===== src/rtl/hbb_pkg.sv =====
// Package: shared types for the host data buffer interface.
// Assumes an 8-bit status byte with the fixed bit order given in the brief.
package hbb_pkg;

    localparam int DATA_W = 8;
    localparam int USER_W = 4;

    typedef struct packed {
        logic [USER_W-1:0] user;
        logic              cmd;
        logic              f0;
        logic              ibf;
        logic              obf;
    } hbb_status_t;

endpackage


===== src/rtl/hbb_strobe_sync.sv =====
// Module: hbb_strobe_sync
// Synchronises one asynchronous active-low host strobe and flags its rising
// (trailing) edge with a single-cycle pulse.
// Assumes STAGES >= 2 and strobe pulses longer than STAGES+1 clock cycles.
module hbb_strobe_sync #(
    parameter int STAGES = 2
) (
    input  logic clk,
    input  logic rst_n,
    input  logic strobe_n,
    output logic active,
    output logic trail
);

    logic [STAGES-1:0] chain;
    logic              prev;

    // First synchroniser flop samples the raw strobe.
    always_ff @(posedge clk) begin
        if (!rst_n) chain[0] <= 1'b1;
        else        chain[0] <= strobe_n;
    end

    // Remaining synchroniser flops.
    for (genvar i = 1; i < STAGES; i++) begin : g_stage
        always_ff @(posedge clk) begin
            if (!rst_n) chain[i] <= 1'b1;
            else        chain[i] <= chain[i-1];
        end
    end

    // Delayed copy for edge detection.
    always_ff @(posedge clk) begin
        if (!rst_n) prev <= 1'b1;
        else        prev <= chain[STAGES-1];
    end

    assign active = !chain[STAGES-1];
    assign trail  = chain[STAGES-1] & !prev;

    // an edge pulse lasts exactly one cycle.
    a_r12_single_pulse: assert property (@(posedge clk) disable iff (!rst_n)
        trail |=> !trail);

endmodule


===== src/rtl/hbb_buffers.sv =====
// Module: hbb_buffers
// Holds the two data buffers and the host-cycle capture (chip select,
// address and data) taken while a synchronised strobe is low.
// Assumes the host holds cs, a0 and din stable across its strobe.
module hbb_buffers
    import hbb_pkg::*;
(
    input  logic              clk,
    input  logic              rst_n,
    input  logic              rd_active,
    input  logic              wr_active,
    input  logic              rd_trail,
    input  logic              wr_trail,
    input  logic              host_cs_n,
    input  logic              host_a0,
    input  logic [DATA_W-1:0] host_din,
    input  logic              loc_obuf_wr,
    input  logic [DATA_W-1:0] loc_obuf_data,
    output logic              host_wr_ev,
    output logic              host_rd_ev,
    output logic              wr_a0,
    output logic [DATA_W-1:0] ibuf,
    output logic [DATA_W-1:0] obuf
);

    logic              cap_cs;
    logic              cap_a0;
    logic [DATA_W-1:0] cap_din;

    // Capture the host cycle qualifiers while either strobe is low.
    always_ff @(posedge clk) begin
        if (!rst_n) begin
            cap_cs  <= 1'b0;
            cap_a0  <= 1'b0;
            cap_din <= '0;
        end else if (rd_active || wr_active) begin
            cap_cs  <= !host_cs_n;
            cap_a0  <= host_a0;
            cap_din <= host_din;
        end
    end

    assign host_wr_ev = wr_trail & cap_cs;
    assign host_rd_ev = rd_trail & cap_cs & !cap_a0;
    assign wr_a0      = cap_a0;

    // Input buffer: loaded at the end of a selected host write.
    always_ff @(posedge clk) begin
        if (!rst_n)          ibuf <= '0;
        else if (host_wr_ev) ibuf <= cap_din;
    end

    // Output buffer: loaded by the local side.
    always_ff @(posedge clk) begin
        if (!rst_n)           obuf <= '0;
        else if (loc_obuf_wr) obuf <= loc_obuf_data;
    end

    // a host write event leaves the captured byte in the input buffer.
    a_r3_ibuf_load: assert property (@(posedge clk) disable iff (!rst_n)
        host_wr_ev |=> ibuf == $past(cap_din));

endmodule


===== src/rtl/hbb_status.sv =====
// Module: hbb_status
// Status byte with host-edge flag updates and a lockout that parks local
// updates while the host reads status, releasing them when the read ends.
// Assumes host events arrive as single-cycle pulses.
module hbb_status
    import hbb_pkg::*;
(
    input  logic              clk,
    input  logic              rst_n,
    input  logic              lock,
    input  logic              host_wr_ev,
    input  logic              host_wr_a0,
    input  logic              host_rd_ev,
    input  logic              loc_ibf_clr,
    input  logic              loc_obf_set,
    input  logic              loc_f0_wr,
    input  logic              loc_f0_val,
    input  logic              loc_user_wr,
    input  logic [USER_W-1:0] loc_user_val,
    output hbb_status_t       status
);

    logic              pend_ibf_clr;
    logic              pend_obf_set;
    logic              pend_f0_wr;
    logic              pend_f0_val;
    logic              pend_user_wr;
    logic [USER_W-1:0] pend_user_val;
    hbb_status_t       nxt;

    // Next status: released local requests first, then host events; sets win.
    always_comb begin
        nxt = status;
        if (!lock) begin
            if (pend_user_wr) nxt.user = pend_user_val;
            if (loc_user_wr)  nxt.user = loc_user_val;
            if (pend_f0_wr)   nxt.f0   = pend_f0_val;
            if (loc_f0_wr)    nxt.f0   = loc_f0_val;
            if (pend_ibf_clr || loc_ibf_clr) nxt.ibf = 1'b0;
        end
        if (host_wr_ev) begin
            nxt.ibf = 1'b1;
            nxt.cmd = host_wr_a0;
        end
        if (host_rd_ev) nxt.obf = 1'b0;
        if (!lock && (pend_obf_set || loc_obf_set)) nxt.obf = 1'b1;
    end

    // Status register.
    always_ff @(posedge clk) begin
        if (!rst_n) status <= '0;
        else        status <= nxt;
    end

    // Held local requests: collected under lock, dropped once applied.
    always_ff @(posedge clk) begin
        if (!rst_n || !lock) begin
            pend_ibf_clr  <= 1'b0;
            pend_obf_set  <= 1'b0;
            pend_f0_wr    <= 1'b0;
            pend_f0_val   <= 1'b0;
            pend_user_wr  <= 1'b0;
            pend_user_val <= '0;
        end else begin
            pend_ibf_clr <= pend_ibf_clr | loc_ibf_clr;
            pend_obf_set <= pend_obf_set | loc_obf_set;
            if (loc_f0_wr) begin
                pend_f0_wr  <= 1'b1;
                pend_f0_val <= loc_f0_val;
            end
            if (loc_user_wr) begin
                pend_user_wr  <= 1'b1;
                pend_user_val <= loc_user_val;
            end
        end
    end

    // user nibble and local flag stay frozen under lock.
    a_r9_hold_locked: assert property (@(posedge clk) disable iff (!rst_n)
        lock |=> $stable({status.user, status.f0}));

    // the local flag moves only on a local request.
    a_r8_f0_local_only: assert property (@(posedge clk) disable iff (!rst_n)
        (!loc_f0_wr && !pend_f0_wr) |=> $stable(status.f0));

    // input-full rises only with a host write edge.
    a_r12_ibf_on_edge: assert property (@(posedge clk) disable iff (!rst_n)
        !host_wr_ev |=> !$rose(status.ibf));

    // a host data read clears output-full unless a set lands with it.
    a_r6_read_clears_obf: assert property (@(posedge clk) disable iff (!rst_n)
        (host_rd_ev && (lock || !(loc_obf_set || pend_obf_set))) |=> !status.obf);

    // an unlocked user load takes effect on the next edge.
    a_r7_user_load: assert property (@(posedge clk) disable iff (!rst_n)
        (loc_user_wr && !lock) |=> status.user == $past(loc_user_val));

endmodule


===== src/rtl/host_data_buffer.sv =====
// Module: host_data_buffer (top)
// Slave side of a byte-wide host port: strobe synchronisers, data buffers
// and the status byte with host-read lockout.
// Assumes host cs/a0/din are stable for the whole strobe and a few cycles
// after it, and that RD and WR are never low together.
module host_data_buffer
    import hbb_pkg::*;
#(
    parameter int SYNC_STAGES = 2
) (
    input  logic              clk,
    input  logic              rst_n,
    input  logic              host_cs_n,
    input  logic              host_rd_n,
    input  logic              host_wr_n,
    input  logic              host_a0,
    input  logic [DATA_W-1:0] host_din,
    output logic [DATA_W-1:0] host_dout,
    output logic              host_dout_en,
    input  logic              loc_ibuf_rd,
    output logic [DATA_W-1:0] loc_ibuf_data,
    input  logic              loc_obuf_wr,
    input  logic [DATA_W-1:0] loc_obuf_data,
    input  logic              loc_f0_wr,
    input  logic              loc_f0_val,
    input  logic              loc_user_wr,
    input  logic [DATA_W-1:0] loc_acc,
    output logic [DATA_W-1:0] loc_status
);

    logic              rd_active, rd_trail;
    logic              wr_active, wr_trail;
    logic              host_wr_ev, host_rd_ev, wr_a0;
    logic              lock;
    logic [DATA_W-1:0] obuf;
    hbb_status_t       status;

    hbb_strobe_sync #(.STAGES(SYNC_STAGES)) u_rd_sync (
        .clk(clk), .rst_n(rst_n), .strobe_n(host_rd_n),
        .active(rd_active), .trail(rd_trail)
    );

    hbb_strobe_sync #(.STAGES(SYNC_STAGES)) u_wr_sync (
        .clk(clk), .rst_n(rst_n), .strobe_n(host_wr_n),
        .active(wr_active), .trail(wr_trail)
    );

    hbb_buffers u_bufs (
        .clk(clk), .rst_n(rst_n),
        .rd_active(rd_active), .wr_active(wr_active),
        .rd_trail(rd_trail), .wr_trail(wr_trail),
        .host_cs_n(host_cs_n), .host_a0(host_a0), .host_din(host_din),
        .loc_obuf_wr(loc_obuf_wr), .loc_obuf_data(loc_obuf_data),
        .host_wr_ev(host_wr_ev), .host_rd_ev(host_rd_ev), .wr_a0(wr_a0),
        .ibuf(loc_ibuf_data), .obuf(obuf)
    );

    // Lockout spans a selected status read as seen through the synchroniser.
    assign lock = rd_active & !host_cs_n & host_a0;

    hbb_status u_status (
        .clk(clk), .rst_n(rst_n), .lock(lock),
        .host_wr_ev(host_wr_ev), .host_wr_a0(wr_a0), .host_rd_ev(host_rd_ev),
        .loc_ibf_clr(loc_ibuf_rd), .loc_obf_set(loc_obuf_wr),
        .loc_f0_wr(loc_f0_wr), .loc_f0_val(loc_f0_val),
        .loc_user_wr(loc_user_wr), .loc_user_val(loc_acc[DATA_W-1 -: USER_W]),
        .status(status)
    );

    // Host read mux: status or output buffer while the read is active.
    always_comb begin
        host_dout_en = !host_cs_n && !host_rd_n;
        host_dout    = '0;
        if (host_dout_en) host_dout = host_a0 ? status : obuf;
    end

    assign loc_status = status;

endmodule


===== config.mk =====
export PLATFORM = sky130hd
export DESIGN_NAME = host_data_buffer
export DESIGN_NICKNAME = d
export VERILOG_FILES = /design/src/rtl/hbb_pkg.sv /design/src/rtl/hbb_strobe_sync.sv /design/src/rtl/hbb_buffers.sv /design/src/rtl/hbb_status.sv /design/src/rtl/host_data_buffer.sv
export SDC_FILE = /design/constraint.sdc
export NUM_CORES = 1
export LEC_CHECK = 0
export ABC_AREA = 1
export BUFFER_PORTS_ARGS = -buffer_cell sky130_fd_sc_hd__buf_4
export CORE_MARGIN = 2
export CORE_UTILIZATION = 35
export CTS_CLUSTER_SIZE = 12
export DETAILED_ROUTE_END_ITERATION = 12
export GPL_TIMING_DRIVEN = 0
export PLACE_DENSITY = 0.6
export SLEW_MARGIN = 0
export SYNTH_ARGS = -nofsm -noshare
export SYNTH_HDL_FRONTEND = slang
export SYNTH_SLANG_ARGS = --single-unit

===== constraint.sdc =====
create_clock -name clk -period 1.4 [get_ports clk]
set_input_delay 0.07 -clock clk [delete_from_list [all_inputs] [get_ports clk]]
set_output_delay 0.07 -clock clk [all_outputs]
set_load 0.02 [all_outputs]

==> summary.md, run 1 <==
| Metric | Value |
|---|---|
| Outcome | finished clean |
| Via/cell ratio | about 4.5 |
| Synthesized flop and latch total | 49 |
| Pwr dens | roughly 1100 mW/mm^2 |
| WP data arrival | 1.11 ns |
| Row count | 26 |
| CP Data Required Time | 1.33 ns |
| # clock sinks | 49 |
| Setup TNS | 0 ns |
| Final period utilization | 0.8447 |
| Die area | 0.006017 mm^2 |
| Unrepaired setup endpoints after global routing | no |
| Post-Synthesis Net Count | about 290 |
| Synthesis-to-finish area growth | 41.35% |
| Vias in the first global route | 1703 |
| Mapped Avg Cell Area | 7.487 um^2 |
| LEAKAGE | 1.284 nW |
| Vias after detailed routing | 1810 |
| DRC Markers | 0 |
| Root Buffer | clkbuf_8 |
| FMAX | approximately 850 MHz |
| Die H | 77.57 um |
| Mapped Cells | around 250 |
| Commonest non-fill, non-tap cell in the layout | nor2_1 |
| # IOs | 60 |
| Core area | between 0.005 and 0.006 mm^2 |
| Most frequent cells in the layout | nor2_1, buf_4, dfxtp_1 |
| CP cell instances | nand2_1 > a21oi_1 > buf_4 |
| Top cells by area, synth | dfxtp_1, nor2_1, nand2_1 |
| Detailed Route Iter0 Violations | 57 |
| Endpoints failing hold | 0 |
| Layout Skew | about 0.0084 ns |
| Largest net degree at the start of global routing | 16 |
| Final HPWL DP | approximately 3200 um |
| Finished Layout Cells | ~400 |
| H-tree depth | 2 |
| Drt pass-1 iters | 4 |
| Critical Path End Type | output port |
| Hold Path Class | primary input to flip-flop |
| Clk_lat worst skew | roughly 0.3 ns |
| Initial antenna violation count | 0 |
| Routed wire length | 4455 um |
| Yosys cell types | 21 |
| Worst VDD drop | 0.6524 mV |
| Register Area | approximately 980 um^2 |
| WS Path Type | flip-flop to output port |
| Worst-path fanout max | 3 |
| Crit path time final | approximately 1.2 ns |
| Diodes inserted | 0 |
| # placed instances | 377 |
| Fin nets | about 370 |
| Routability cong. | about 0.76 |
| CTS Buf Count | 5 |
| Initial core utilization | 0.3662 |
| Ratio of cells with drive above 1 in the final layout | 0.2590 |
| Die width | slightly below 80 um |
| Clk slew on worst S/H paths | about 0.090 ns |
| Multi-input logic area | 773.2 um^2 |
| TritonCTS clock tree | done |
| Seq/Total Area, Yosys | 0.5178 |
| I/O Buffers | 54 |
| Synth Cell Area | approximately 0.0019 mm^2 |
| Worst setup SP type | flip-flop |
| Slew headroom | 0.7420 |
| Critical-path top delay cell | dfxtp_1 |
| Wire per inst | 11.08 um |
| Filler cell count | approximately 520 |
| GR Overflow Total | 0 |
| Worst Tran Pin Value | 0.3871 ns |
| Yosys top cell by area | dfxtp_1 |
| Reg-to-reg slack, setup | 0.33 ns |
| Global-route wire length before repair | 7452 um |
| Final Setup Violations | 0 |
| ANT nets after route | 0 |
| Yosys warns | 0 |
| Synth top area share | 0.5178 |
| Total GRT Usage | 0.1540 |
| Clk buf depth | 2 |
| Max incr delay on CP | 0.40 ns |
| CTS resizes | 0 |
| Final Max Tran Viols | 0 |
| Max cap viols | 0 |
[per-stage QoR]
stage	cell area [um^2]	setup slack (ns)	util	power (W)	hold slack, ns
floorplan	1894	0.4458	-	0.001701	0.1664
global placement	2387	0.3338	0.4615	0.001848	0.2583
detailed placement	2387	0.3105	0.4615	0.001852	0.2616
CTS	2678	0.2021	0.5177	0.002936	0.003784
global route	2678	0.1115	0.5177	0.003054	0.007994
finish	2678	0.2174	0.5177	0.002901	0.005681
[state kept, by name, indices dropped and copies added, names as in the netlist, 2 cells and up]
name,count
u_bufs.cap_din,8
u_bufs.ibuf,8
u_bufs.obuf,8
u_status.status,8
u_status.pend_user_val,4
u_rd_sync.chain,2
u_wr_sync.chain,2
[worst paths after layout]
path                              to  cells after the start                from
hold / removal        u_bufs.obuf[7]                      3    loc_obuf_data[7]
hold reg to reg   u_rd_sync.chain[1]                      1  u_rd_sync.chain[0]
setup / recovery        host_dout[0]                      3  u_status.status[0]
setup reg to reg      u_bufs.ibuf[7]                      5  u_wr_sync.chain[1]
[per-layer routing]
metal	wire length, um	share of wire	vias up	track usage
met4	37	0.0083	0	0.04286
li1	-	-	939	-
met2	2128	0.48	40	0.2574
met1	2092	0.47	827	0.1981
met3	197	0.044	4	0.03721
met5	0	0	-	0
[worst max-delay path, delay by kind of cell (launching register included)]
kind	cells	cell delay (ns)
buffers and inverters	1	0.17
AND/OR/NAND/NOR	1	0.07
AO/OA/AOI/OAI	1	0.18
flip-flops	1	0.40
[logic make-up after synthesis]
kind of cell	count (synthesis)	share of synthesized area
buffers and inverters	32	0.07397
AND/OR/NAND/NOR	125	0.2827
flip-flops	49	0.5178
AO/OA/AOI/OAI	47	0.1255
[area by class of cell]
class                      count  share of cell area
inverter                      24             0.03364
clock buffer                   6             0.03084
sequential                    49              0.3664
buffer                         8             0.01869
clock inverter                 2             0.01402
tap                           70             0.03271
multi-input combinational    172              0.2888
timing repair buffer          71              0.2150
[power by group]
part | internal [W] | switching, W | leakage (nW)
sequential | 0.00146 | 0.0000351 | 0.402
clock | 0.000581 | 0.000466 | 0.0574
combinational | 0.000178 | 0.000186 | 0.825
[Yosys cell counts (all sizes together)]
cell,count
inv,24
dfxtp,49
buf,6
or2,5
clkbuf,2
a211oi,1
nand3,7
a21oi,19
nand2,47
nor2,66
o21ai,27
[repair_timing]
action	CTS	global route
hold buffers	17	0
buffers inserted	0	0
endpoints found under the hold margin	17	0
(Power assumes the default switching activity.)
==> run 2, diff against run 1 <==
--- a/config.mk
+++ b/config.mk
@@ -5,7 +5,7 @@
 export SDC_FILE = /design/constraint.sdc
 export NUM_CORES = 1
 export LEC_CHECK = 0
-export ABC_AREA = 1
+export ABC_AREA = 0
 export BUFFER_PORTS_ARGS = -buffer_cell sky130_fd_sc_hd__buf_4
 export CORE_MARGIN = 2
 export CORE_UTILIZATION = 35
==> constraint.sdc (replaced) <==
create_clock -name clk -period 1.2 [get_ports clk]
set_input_delay 0.06 -clock clk [delete_from_list [all_inputs] [get_ports clk]]
set_output_delay 0.06 -clock clk [all_outputs]
set_load 0.02 [all_outputs]
==> run 2 against run 1 <==
Compared with the run above:
- area after synthesis increased by 0.92%
- cell count decreased by 19%
- wire length decreased by 12%
- non-clock buffer count decreased by 10
- die area increased by 0.87%
- clock skew decreased by 0.0010 ns
- setup slack got worse by 0.19 ns
- clock power increased by 11%
- global-route usage decreased by 1.6 points
- largest cell class unchanged
- largest power group unchanged
- highest routed layer unchanged
==> summary.md, run 2 <==
| Metric | Value |
|---|---|
| Critical path launch point | u_rd_sync.chain[1] |
| WS Path Type | flip-flop to flip-flop |
| Worst slack at placement | -0.01629 ns (-0.3268 ns) |
| Max cap viols | 0 (unchanged) |
| Hold Path Class | primary input to flip-flop |
| Seq/Total Area, Yosys | 0.5131 (-0.004745) |
| H-tree depth | 2 (unchanged) |
| Root Buffer | clkbuf_8 |
| Commonest non-fill, non-tap cell in the layout | buf_4 |
| Final period utilization | 0.9775 |
| Die width | 77.91 um (+0.43%) |
| Die area | 0.006069 mm^2 (+0.87%) |
| Clk_lat worst skew | 0.30 ns (about the same) |
| CP Data Required Time | 1.44 ns (+0.11 ns) |
| Initial core utilization | 0.3673 (+0.001076) |
| # clock sinks | 49 (unchanged) |
| Synthesized flop and latch total | 49 (unchanged) |
| Clk buf depth | 2 (unchanged) |
| Worst Tran Pin Value | 0.4021 ns (+0.01503 ns) |
| Detailed Route Iter0 Violations | 63 (+11%) |
| Cell with the most instances after synthesis | dfxtp_1 |
| CTS Buf Count | 5 (unchanged) |
| Clk slew on worst S/H paths | 0.09 ns (about the same) |
| Top cells by area, synth | dfxtp_1, mux2i_1, nor2b_1 |
| Final Setup Violations | 0 (unchanged) |
| Setup Buffers After CTS | 0 (unchanged) |
| Final HPWL DP | 2861 um (-9.6%) |
| Yosys top cell by area | dfxtp_1 |
| Worst setup SP type | flip-flop |
| Multi-input logic area | 875.8 um^2 (+13%) |
| EDFF count, synth | 0 (unchanged) |
| GR Overflow Total | 0 (unchanged) |
| Wire per inst | 12.04 um (+8.6%) |
| Filler cell count | 520 (-0.57%) |
| Vias in the first global route | 1421 (-17%) |
| Drt pass-1 iters | 4 (unchanged) |
| Largest net degree at the start of global routing | 17 (+1) |
| Reg2Reg Launch Point | u_rd_sync.chain[1] |
| TritonCTS clock tree | done |
| Ys flop type | dfxtp_1 |
| Mapped Avg Cell Area | 10.06 um^2 (+34%) |
| Vias after detailed routing | 1457 (-20%) |
| Fin nets | 289 (-21%) |
| I/O Buffers | 53 (-1.9%) |
| Worst VDD drop | 0.7110 mV (+9.0%) |
| Routability cong. | 0.7315 (-4.2%) |
| Yosys warns | 0 (unchanged) |
| Mapped Cells | 190 (-25%) |
| WP data arrival | 1.41 ns (+0.30 ns) |
| Final Power | 0.003252 W (+12%) |
| Total GRT Usage | 0.1377 (-0.01631) |
| Final Max Tran Viols | 0 (unchanged) |
| Synth top area share | 0.5131 (-0.004745) |
| Slew headroom | 0.7313 (-0.01067) |
| Reg-to-reg slack, setup | 0.03 ns (-0.30 ns) |
| Unrepaired setup endpoints after global routing | yes |
| Critical Path End Type | flip-flop |
| Worst-path fanout max | 9 (+6) |
| Synthesis-to-finish area growth | 35.27% |
| Yosys cell types | 27 (+29%) |
| Diodes inserted | 0 (unchanged) |
| Top cells by count, synth | dfxtp_1, mux2i_1, nor2_1, nand2_1, nor2b_1 |
| Routed wire length | 3913 um (-12%) |
| Initial antenna violation count | 0 (unchanged) |
| Ys async rst share | 0 (unchanged) |
| ANT nets after route | 0 (unchanged) |
| Outcome | finished clean |
| Core area | 0.005205 mm^2 (+0.63%) |
| Die H | 77.91 um (+0.43%) |
| Most frequent cells in the layout | buf_4, dfxtp_1, mux2i_1 |
| Row count | 26 (unchanged) |
| FMAX | around 850 MHz |
| Setup WS post-layout | 0.02701 ns (-0.1904 ns) |
| Endpoints failing hold | 0 (unchanged) |
| Post-DP Area | 0.002397 mm^2 (+0.42%) |
| Register Area | 984.7 um^2 (+0.38%) |
| Global-route wire length before repair | 6534 um (-12%) |
| Synth Cell Area | 0.001912 mm^2 (+0.92%) |
| DRC Markers | 0 (unchanged) |
| Fin area | 0.002586 mm^2 (-3.4%) |
| Setup TNS | 0 ns (unchanged) |
| Via/cell ratio | 4.483 (-0.43%) |
| Post-Synthesis Net Count | 225 (-22%) |
| FF-to-FF End | u_status.pend_user_val[1] |
| FF-to-FF path depth | 4 (-1) |
| Crit path capture | u_status.pend_user_val[1] |
| Ratio of cells with drive above 1 in the final layout | 0.3020 (+0.04292) |
| LEAKAGE | 1.224 nW (-4.7%) |
| # IOs | 60 (unchanged) |
| Final core utilization | 0.4969 (-0.02078) |
| Crit path time final | 1.173 ns |
| Layout Skew | 0.007384 ns (-0.001039 ns) |
| Pwr dens | 1257 mW/mm^2 (+16%) |
[run 2: changes by cell type in the layout (fill, tap and decap cells not counted), moves of 10 or more]
| cell | change |
|---|---|
| a21boi_0 | +10 |
| a21oi_1 | -19 |
| dlygate4sd3_1 | -11 |
| inv_1 | -19 |
| mux2i_1 | +29 |
| nand2_1 | -25 |
| nor2_1 | -45 |
| nor2b_1 | +17 |
| o21ai_0 | -25 |
[run 2: timing repair]
action / CTS / global route
gates resized for setup: 1 / 7
hold endpoints to repair: 5 / 1
pin swaps: 0 / 1
endpoints found under the setup margin: 10 / 26
cloned: 0 / 0
hold buffers: 5 / 1
[run 2: layer usage]
| metal | GRT usage | up-vias | routed length (um) |
|---|---|---|---|
| met3 | 0.05116 | 2 | 210 |
| met1 | 0.1781 | 669 | 1871 |
| met2 | 0.2112 | 30 | 1804 |
| li1 | - | 756 | - |
| met5 | 0 | - | 0 |
| met4 | 0.04737 | 0 | 27 |
[run 2: worst max-delay path: stages (launching register included)]
cell	delay, ns
dfxtp_4	0.38
nand2b_4	0.14
or3b_1	0.36
buf_6	0.15
nor2_2	0.10
[run 2: logic make-up (layout without fill, tap and decap cells)]
logic type             after synthesis  count (layout)  share of synthesized area
multiplexers                        30              30                     0.1577
AO/OA/AOI/OAI                       19              19                    0.08050
flip-flops                          49              49                     0.5131
AND/OR/NAND/NOR                     78              78                     0.2140
buffers and inverters               14              79                    0.03468
[run 2: how the worst min path moves through the flow]
stage	from	to	slack (ns)	cells after the start
CTS	host_din[7]	u_bufs.cap_din[7]	0.003	3
global placement	host_wr_n	u_wr_sync.chain[0]	0.24	2
floorplan	rst_n	u_rd_sync.prev	0.13	1
global route	host_din[5]	u_bufs.cap_din[5]	0.001	3
detailed placement	host_wr_n	u_wr_sync.chain[0]	0.25	2
finish	host_din[5]	u_bufs.cap_din[5]	0.02	3
[run 2: stage by stage]
| step | hold WS, ns | instances |
|---|---|---|
| 2_1_floorplan | 0.1326 | 190 |
| 3_3_place_gp | 0.2432 | 313 |
| 3_5_place_dp | 0.2463 | 313 |
| 4_1_cts | 0.003393 | 326 |
| 5_1_grt | 0.001150 | 325 |
| 6_report | 0.01834 | 325 |
[run 2: final cells by class]
class                           instances  area share
Timing Repair Buffer                   59      0.1771
Clock buffer                            5     0.02661
Tap cell                               70     0.03387
Multi-Input combinational cell        127      0.3387
Clock inverter                          3     0.01790
Sequential cell                        49      0.3807
Inverter                                2    0.002903
Buffer                                 10     0.02225
[run 2: power breakdown]
group | internal [W] | total, W | switching, W
logic | 0.000200 | 0.000368 | 0.000168
clock network | 0.000624 | 0.00117 | 0.000541
registers | 0.00168 | 0.00172 | 0.0000362
total | 0.00251 | 0.00325 | 0.000746
